**config.mk**
```make
export PLATFORM = sky130hd
export DESIGN_NAME = vctl_regs
export DESIGN_NICKNAME = d
export VERILOG_FILES = /design/src/rtl/vctl_pkg.sv /design/src/rtl/vctl_cfg_word.sv /design/src/rtl/vctl_bp_bank.sv /design/src/rtl/vctl_cmd_decode.sv /design/src/rtl/vctl_regs.sv
export SDC_FILE = /design/constraint.sdc
export NUM_CORES = 1
export LEC_CHECK = 0
export BUFFER_PORTS_ARGS = -buffer_cell sky130_fd_sc_hd__buf_2
export CAP_MARGIN = 20
export CORE_ASPECT_RATIO = 1.4
export CORE_MARGIN = 1.5
export CORE_UTILIZATION = 43
export CTS_BUF_LIST = sky130_fd_sc_hd__clkbuf_8
export CTS_CLUSTER_DIAMETER = 150
export CTS_CLUSTER_SIZE = 10
export DETAILED_ROUTE_END_ITERATION = 16
export PLACE_DENSITY = 0.79
export SKIP_LAST_GASP = 1
export SLEW_MARGIN = 5
export SYNTH_ARGS = -nofsm -noshare
export SYNTH_HDL_FRONTEND = slang
export SYNTH_SLANG_ARGS = --single-unit
```
**constraint.sdc**
```tcl
create_clock -name clk -period 1.4 [get_ports clk]
set_clock_uncertainty 0.2 [all_clocks]
set_input_delay 0.28 -clock clk [delete_from_list [all_inputs] [get_ports clk]]
set_output_delay 0.28 -clock clk [all_outputs]
set_load 0.05 [all_outputs]
```
**src/rtl/vctl_pkg.sv**
```systemverilog
package vctl_pkg;

    typedef enum logic [2:0] {
        SEL_CTRL  = 3'd0,
        SEL_BP0   = 3'd1,
        SEL_BP1   = 3'd2,
        SEL_EOI0  = 3'd3,
        SEL_EOI1  = 3'd4,
        SEL_DEACT = 3'd5,
        SEL_RSV6  = 3'd6,
        SEL_RSV7  = 3'd7
    } vctl_sel_e;

    typedef enum logic [0:0] {
        ST_IDLE = 1'b0,
        ST_RESP = 1'b1
    } vctl_state_e;

    localparam int unsigned WORD_W    = 32;
    localparam int unsigned BP_W      = 3;
    localparam int unsigned POS_EXT   = 19;
    localparam int unsigned POS_RSEL  = 18;
    localparam int unsigned POS_AFF3  = 15;
    localparam int unsigned POS_SEI   = 14;
    localparam int unsigned POS_IDLO  = 11;
    localparam int unsigned POS_PRILO = 8;
    localparam int unsigned POS_EOIM  = 1;
    localparam int unsigned POS_CBP   = 0;

    function automatic logic [2:0] id_width_code(input int unsigned bits);
        return (bits == 24) ? 3'b001 : 3'b000;
    endfunction

    function automatic logic [BP_W-1:0] bp_plus_one_sat(input logic [BP_W-1:0] v);
        return (v == {BP_W{1'b1}}) ? v : v + 1'b1;
    endfunction

endpackage

```
**src/rtl/vctl_cfg_word.sv**
```systemverilog
module vctl_cfg_word
    import vctl_pkg::*;
#(
    parameter bit          EXT_RANGE  = 1'b1,
    parameter bit          RANGE_SEL  = 1'b0,
    parameter bit          AFF3_VALID = 1'b0,
    parameter bit          LOCAL_SEI  = 1'b0,
    parameter int unsigned ID_BITS    = 24,
    parameter int unsigned PRIO_BITS  = 5
) (
    output logic [WORD_W-1:0] ro_word
);
    localparam logic [2:0] ID_CODE  = id_width_code(ID_BITS);
    localparam int unsigned PRI_EFF = (PRIO_BITS < 5) ? 5 : PRIO_BITS;
    localparam logic [2:0] PRI_CODE = 3'(PRI_EFF - 1);

    always_comb begin
        ro_word = '0;
        ro_word[POS_EXT]  = EXT_RANGE;
        ro_word[POS_RSEL] = RANGE_SEL;
        ro_word[POS_AFF3] = AFF3_VALID;
        ro_word[POS_SEI]  = LOCAL_SEI;
        ro_word[POS_IDLO +: 3]  = ID_CODE;
        ro_word[POS_PRILO +: 3] = PRI_CODE;
    end
endmodule

```
**src/rtl/vctl_bp_bank.sv**
```systemverilog
module vctl_bp_bank
    import vctl_pkg::*;
#(
    parameter logic [BP_W-1:0] BP0_RST = 3'd2,
    parameter logic [BP_W-1:0] BP1_RST = 3'd3
) (
    input  logic            clk,
    input  logic            rst_n,
    input  logic            wr_bp0,
    input  logic            wr_bp1,
    input  logic            secure,
    input  logic            cbpr,
    input  logic [BP_W-1:0] wval,
    output logic [BP_W-1:0] bp0_view,
    output logic [BP_W-1:0] bp1_view
);
    logic [BP_W-1:0] bp0_q, bp1_q;
    logic            bp0_we, bp1_we;

    always_comb begin
        bp0_we = wr_bp0 || (wr_bp1 && cbpr && secure);
        bp1_we = wr_bp1 && !cbpr;
    end

    always_ff @(posedge clk) begin
        if (!rst_n) begin
            bp0_q <= BP0_RST;
            bp1_q <= BP1_RST;
        end else begin
            if (bp0_we) bp0_q <= wval;
            if (bp1_we) bp1_q <= wval;
        end
    end

    always_comb begin
        bp0_view = bp0_q;
        if (!cbpr)       bp1_view = bp1_q;
        else if (secure) bp1_view = bp0_q;
        else             bp1_view = bp_plus_one_sat(bp0_q);
    end
endmodule

```
**src/rtl/vctl_cmd_decode.sv**
```systemverilog
module vctl_cmd_decode #(
    parameter int unsigned ID_W = 24
) (
    input  logic            clk,
    input  logic            rst_n,
    input  logic            wr_eoi0,
    input  logic            wr_eoi1,
    input  logic            wr_deact,
    input  logic            eoi_mode,
    input  logic [ID_W-1:0] id_in,
    output logic            drop_o,
    output logic            deact_o,
    output logic            err_o,
    output logic            grp1_o,
    output logic [ID_W-1:0] id_o
);
    logic drop_d, deact_d, err_d, any_cmd;

    always_comb begin
        drop_d  = wr_eoi0 || wr_eoi1;
        deact_d = (drop_d && !eoi_mode) || (wr_deact && eoi_mode);
        err_d   = wr_deact && !eoi_mode;
        any_cmd = drop_d || wr_deact;
    end

    always_ff @(posedge clk) begin
        if (!rst_n) begin
            drop_o  <= 1'b0;
            deact_o <= 1'b0;
            err_o   <= 1'b0;
            grp1_o  <= 1'b0;
            id_o    <= '0;
        end else begin
            drop_o  <= drop_d;
            deact_o <= deact_d;
            err_o   <= err_d;
            if (any_cmd) begin
                grp1_o <= wr_eoi1;
                id_o   <= id_in;
            end
        end
    end
endmodule

```
**src/rtl/vctl_regs.sv**
```systemverilog
module vctl_regs
    import vctl_pkg::*;
#(
    parameter bit          EXT_RANGE  = 1'b1,
    parameter bit          RANGE_SEL  = 1'b0,
    parameter bit          AFF3_VALID = 1'b0,
    parameter bit          LOCAL_SEI  = 1'b0,
    parameter int unsigned ID_BITS    = 24,
    parameter int unsigned PRIO_BITS  = 5,
    parameter logic [2:0]  BP0_RST    = 3'd2,
    parameter logic [2:0]  BP1_RST    = 3'd3
) (
    input  logic               clk,
    input  logic               rst_n,
    input  logic               req_valid,
    input  logic               req_write,
    input  logic               req_secure,
    input  logic [2:0]         req_sel,
    input  logic [31:0]        req_wdata,
    output logic               rsp_valid,
    output logic [31:0]        rsp_rdata,
    output logic               prio_drop_o,
    output logic               deactivate_o,
    output logic               deact_err_o,
    output logic               cmd_grp1_o,
    output logic [ID_BITS-1:0] cmd_id_o
);
    localparam int unsigned ID_W = ID_BITS;

    vctl_state_e     state_q, state_d;
    vctl_sel_e       sel;
    logic            eoi_mode_q, cbpr_q;
    logic [31:0]     ro_word, rd_mux;
    logic [BP_W-1:0] bp0_view, bp1_view;
    logic            wr_any, wr_ctrl;
    logic            unused_wdata_hi;

    assign sel             = vctl_sel_e'(req_sel);
    assign wr_any          = req_valid && req_write;
    assign wr_ctrl         = wr_any && (sel == SEL_CTRL);
    assign unused_wdata_hi = ^req_wdata[31:ID_W];

    vctl_cfg_word #(
        .EXT_RANGE (EXT_RANGE),
        .RANGE_SEL (RANGE_SEL),
        .AFF3_VALID(AFF3_VALID),
        .LOCAL_SEI (LOCAL_SEI),
        .ID_BITS   (ID_BITS),
        .PRIO_BITS (PRIO_BITS)
    ) cfg_i (
        .ro_word(ro_word)
    );

    vctl_bp_bank #(
        .BP0_RST(BP0_RST),
        .BP1_RST(BP1_RST)
    ) bp_i (
        .clk     (clk),
        .rst_n   (rst_n),
        .wr_bp0  (wr_any && (sel == SEL_BP0)),
        .wr_bp1  (wr_any && (sel == SEL_BP1)),
        .secure  (req_secure),
        .cbpr    (cbpr_q),
        .wval    (req_wdata[BP_W-1:0]),
        .bp0_view(bp0_view),
        .bp1_view(bp1_view)
    );

    vctl_cmd_decode #(
        .ID_W(ID_W)
    ) cmd_i (
        .clk     (clk),
        .rst_n   (rst_n),
        .wr_eoi0 (wr_any && (sel == SEL_EOI0)),
        .wr_eoi1 (wr_any && (sel == SEL_EOI1)),
        .wr_deact(wr_any && (sel == SEL_DEACT)),
        .eoi_mode(eoi_mode_q),
        .id_in   (req_wdata[ID_W-1:0]),
        .drop_o  (prio_drop_o),
        .deact_o (deactivate_o),
        .err_o   (deact_err_o),
        .grp1_o  (cmd_grp1_o),
        .id_o    (cmd_id_o)
    );

    // Writable control bits
    always_ff @(posedge clk) begin
        if (!rst_n) begin
            eoi_mode_q <= 1'b0;
            cbpr_q     <= 1'b0;
        end else if (wr_ctrl) begin
            eoi_mode_q <= req_wdata[POS_EOIM];
            cbpr_q     <= req_wdata[POS_CBP];
        end
    end

    // Read selection
    always_comb begin
        rd_mux = '0;
        unique case (sel)
            SEL_CTRL: begin
                rd_mux = ro_word;
                rd_mux[POS_EOIM] = eoi_mode_q;
                rd_mux[POS_CBP]  = cbpr_q;
            end
            SEL_BP0: rd_mux[BP_W-1:0] = bp0_view;
            SEL_BP1: rd_mux[BP_W-1:0] = bp1_view;
            SEL_EOI0, SEL_EOI1, SEL_DEACT, SEL_RSV6, SEL_RSV7: rd_mux = '0;
        endcase
    end

    // Access machine: state register
    always_ff @(posedge clk) begin
        if (!rst_n) state_q <= ST_IDLE;
        else        state_q <= state_d;
    end

    // Access machine: next state (T_ACCEPT, T_CHAIN, T_DRAIN)
    always_comb begin
        state_d = state_q;
        unique case (state_q)
            ST_IDLE: if (req_valid)  state_d = ST_RESP;
            ST_RESP: if (!req_valid) state_d = ST_IDLE;
        endcase
    end

    // Access machine: outputs
    assign rsp_valid = (state_q == ST_RESP);

    always_ff @(posedge clk) begin
        if (!rst_n)         rsp_rdata <= '0;
        else if (req_valid) rsp_rdata <= req_write ? 32'd0 : rd_mux;
        else                rsp_rdata <= '0;
    end
endmodule

```
==> impl_summary.txt <==
----------------------------------------------------
[Run status]
  Run status ... completed

[Routing]
  Number of design rule violations left after detail routing ... 0
  Met1 routed wirelength after detailed routing ... 1670 µm
  Routed vias ... 1763
  Highest metal layer used by the detailed router ... met4
  Wire per inst ... 11.3 µm
  Post-DR vias/cell ... 4.69
  Remaining antenna violation count ... 0
  Routed wire length ... 4240 µm
  Length of routed met2 wiring ... 2170 µm
  Iteration-0 DRC count of the detailed router ... 41
  WL met3 ... 319 µm
  Number of optimization iterations in the first detailed-route pass ... 5

[STA]
  RSZ-0062 raised after global routing ... true
  Final critical-path required period ... 1380 ps
  Final Cycle Share ... 0.984
  Worst hold slack after final layout ... 16.4 ps
  Total count of max-transition violations in the final report ... 0
  Least setup slack across all paths after layout ... 23.1 ps
  Final setup violation count ... 0
  Maximum frequency from static timing analysis ... 726 MHz
  Final Hold Vio Count ... 0

[Power and ir drop]
  Largest voltage drop on the vdd net ... 0.841 mV
  Power density over the cells ... 969 nW/µm²
  Int Power ... 1.69 mW
  Leak Pwr ... 1.17 nW
  Switching portion of total power ... 0.330
  Sequential share of power ... 0.480
  Psw ... 0.831 mW
  Power share of the combinational group ... 0.212
  Relative contribution of the clock network to total power ... 0.309
  Final Power ... 2.52 mW

[Final layout]
  Ant. Diodes ... 0
  Most common cell after layout, fill and taps aside ... sky130_fd_sc_hd__nand2_1
  Proportion of layout cells with a drive suffix above 1 ... 0.338
  Net count of the finished layout ... 354
  Post-route core utilization ... 0.568
  Most used cells in the layout excluding fill and tap cells ... sky130_fd_sc_hd__nand2_1 (55), sky130_fd_sc_hd__buf_2 (45), sky130_fd_sc_hd__dfxtp_1 (40)
  Number of standard cells in the layout, taps in and fillers out ... 376
  Layout overhead on the synthesized area ... 25.9%

[Setup path]
  Category of the most critical setup path ... flip-flop to output port
  Crit end category ... output port
  Origin of the worst setup path ... cmd_i.id_o[22]
  Critical Path Fanout Max ... 2
  Critical-path cell list ... clkbuf_4
  Combined buffer and inverter count along the critical path ... 1
  Required time of the critical path ... 920 ps
  Worst Path Arrival ... 900 ps
  Slowest Stage Delay on Critical Path ... 360 ps
  Slowest cell on crit path ... sky130_fd_sc_hd__dfxtp_1
  Startpoint kind of the worst setup timing path ... flip-flop
  Crit path max-delay family ... flip-flops
  Worst reg2reg startpoint ... bp_i.bp0_view[0]

[Logic synthesis]
  Syn Area/Cell ... 8.86 µm²
  Commonest register cell after synthesis ... sky130_fd_sc_hd__dfxtp_1
  EDFF count, synth ... 0
  Synth Register Bits ... 41
  Netlist Area Pre-Place ... 2060 µm²
  Fraction of registers with async set/reset ... 0
  Synthesized instance count ... 233
  Number of library cell types mapped by synthesis ... 42
  Number of warnings printed during yosys synthesis ... 0
  Share of the yosys chip area belonging to registers ... 0.398

[Placed design]
  DP HPWL ... 3180 µm
  Number of input and output port buffers inserted ... 66
  Gp weighted congestion ... 0.832
  Number of cells in the design after placement ... 368
  Worst slack, placed ... -202 ps

[Clock network]
  H-tree level count ... 2
  CTS root buf ... sky130_fd_sc_hd__clkbuf_8
  Number of buffers on the longest clock path ... 2
  Count of hold-fix buffers inserted at cts ... 0
  Skew-Pair Late Insertion Delay ... 300 ps
  CTS buffer count ... 5
  Post-CTS clock slew at the launch and capture registers of the worst setup and hold paths ... 80 ps
  CTS sink count ... 41
  Clock tree from TritonCTS ... done

[Die]
  Die Outline Area ... 5230 µm²
  Boundary Pins ... 101
  Die Wd ... 61.5 µm
  Placement row count ... 29
  Core footprint ... 4570 µm²
  Die Ht ... 85.0 µm
  Initial standard-cell utilization of the core ... 0.451

[Global route]
  Total Routing Usage GR ... 0.166
  Grt ovf ... 0
  Initial antenna violation count ... 0
  First-pass GRT wire length ... 6740 µm
  Via count of the first global-routing pass ... 1651
  Largest net degree at the start of global routing ... 25

[Min path]
  Hold_sp ... req_wdata[17]
  Min-Delay Path Class ... input pin to flip-flop

[Flow run]
  Number of max-capacitance violations reported ... 0

----------------------------------------------------
## per-layer routing
metal / global-route usage / up-vias
met4: 0.0600 / 0
met1: 0.182 / 798
li1: - / 887
met5: 0 / -
met3: 0.0518 / 10
met2: 0.288 / 68
## path summary, 6_finish.rpt
kind	to	slack [ps]	depth (start not counted)
worst min-delay path	cmd_i.id_o[17]	20	3
worst min register to register	cmd_i.id_o[12]	260	2
worst max-delay path	cmd_id_o[22]	20	1
worst max register to register	rsp_rdata[1]	50	4
## worst reg2reg max path, stage by stage, from the launching register on
cell and delay (ps):
sky130_fd_sc_hd__dfxtp_1 320, sky130_fd_sc_hd__ha_2 190, sky130_fd_sc_hd__a21oi_2 190, sky130_fd_sc_hd__mux2i_1 230, sky130_fd_sc_hd__a311oi_1 110
## kinds of logic (layout without fill, tap and decap cells)
kind of cell / after synthesis / count (layout) / share of synthesized area
AO/OA/AOI/OAI: 25 / 25 / 0.0873
multiplexers: 29 / 29 / 0.141
flip-flops: 41 / 41 / 0.398
adder cells (fa/ha/maj): 1 / 1 / 0.00606
buffers and inverters: 46 / 102 / 0.156
other: 1 / 26 / 0.00182
AND/OR/NAND/NOR: 90 / 90 / 0.210
## registers in the layout (all words and copies together) (netlist names)
signal         flops
cmd_i.id_o        24
rsp_rdata          4
bp_i.bp0_view      3
bp_i.bp1_q         3
cbpr_q             1
cmd_i.deact_o      1
cmd_i.drop_o       1
cmd_i.err_o        1
cmd_i.grp1_o       1
eoi_mode_q         1
rsp_valid          1
## Yosys cell counts, drive strengths merged, types with 3 or more instances
cell type | n | area share
buf | 35 | 0.14
clkbuf | 6 | 0.011
o21ai | 8 | 0.019
nand3b | 4 | 0.015
nand3 | 5 | 0.012
inv | 5 | 0.0091
or3b | 3 | 0.013
nand2b | 3 | 0.0091
dfxtp | 41 | 0.40
nor2 | 5 | 0.0091
a21oi | 7 | 0.024
nand2 | 55 | 0.10
mux2i | 29 | 0.14
## power by group through the flow
stage | clock (mW) | sequential, mW | combinational, mW
2_1_floorplan | 0 | 1.32 | 0.362
3_3_place_gp | 0 | 1.23 | 0.513
3_5_place_dp | 0 | 1.23 | 0.520
4_1_cts | 0.800 | 1.21 | 0.522
5_1_grt | 0.839 | 1.21 | 0.567
6_report | 0.777 | 1.21 | 0.533
## area by class of cell
type / count / area, µm²
sequential: 41 / 825
fill: 442 / 1970
inverter: 5 / 18.8
clock inverter: 3 / 17.5
clock buffer: 5 / 68.8
multi-input combinational: 171 / 1020
tap: 62 / 77.6
timing repair buffer: 89 / 568
## through the flow
| step | setup TNS (ps) | cell area [µm²] |
|---|---|---|
| after global placement | -4320 | 2450 |
| final | 0 | 2600 |
| after CTS | -5.53 | 2540 |
| after global routing | -109 | 2600 |
| after detailed placement | -5130 | 2450 |
| after floorplan | -1850 | 2160 |
## repair_timing
| item | 4_1_cts | 5_1_grt |
|---|---|---|
| setup endpoints to repair | 7 | 26 |
| pin swaps | 0 | 3 |
| setup buffers | 0 | 0 |
| endpoints found under the hold margin | 0 | 0 |
| resized for setup | 3 | 23 |
Power figures use the tool's default switching activity.
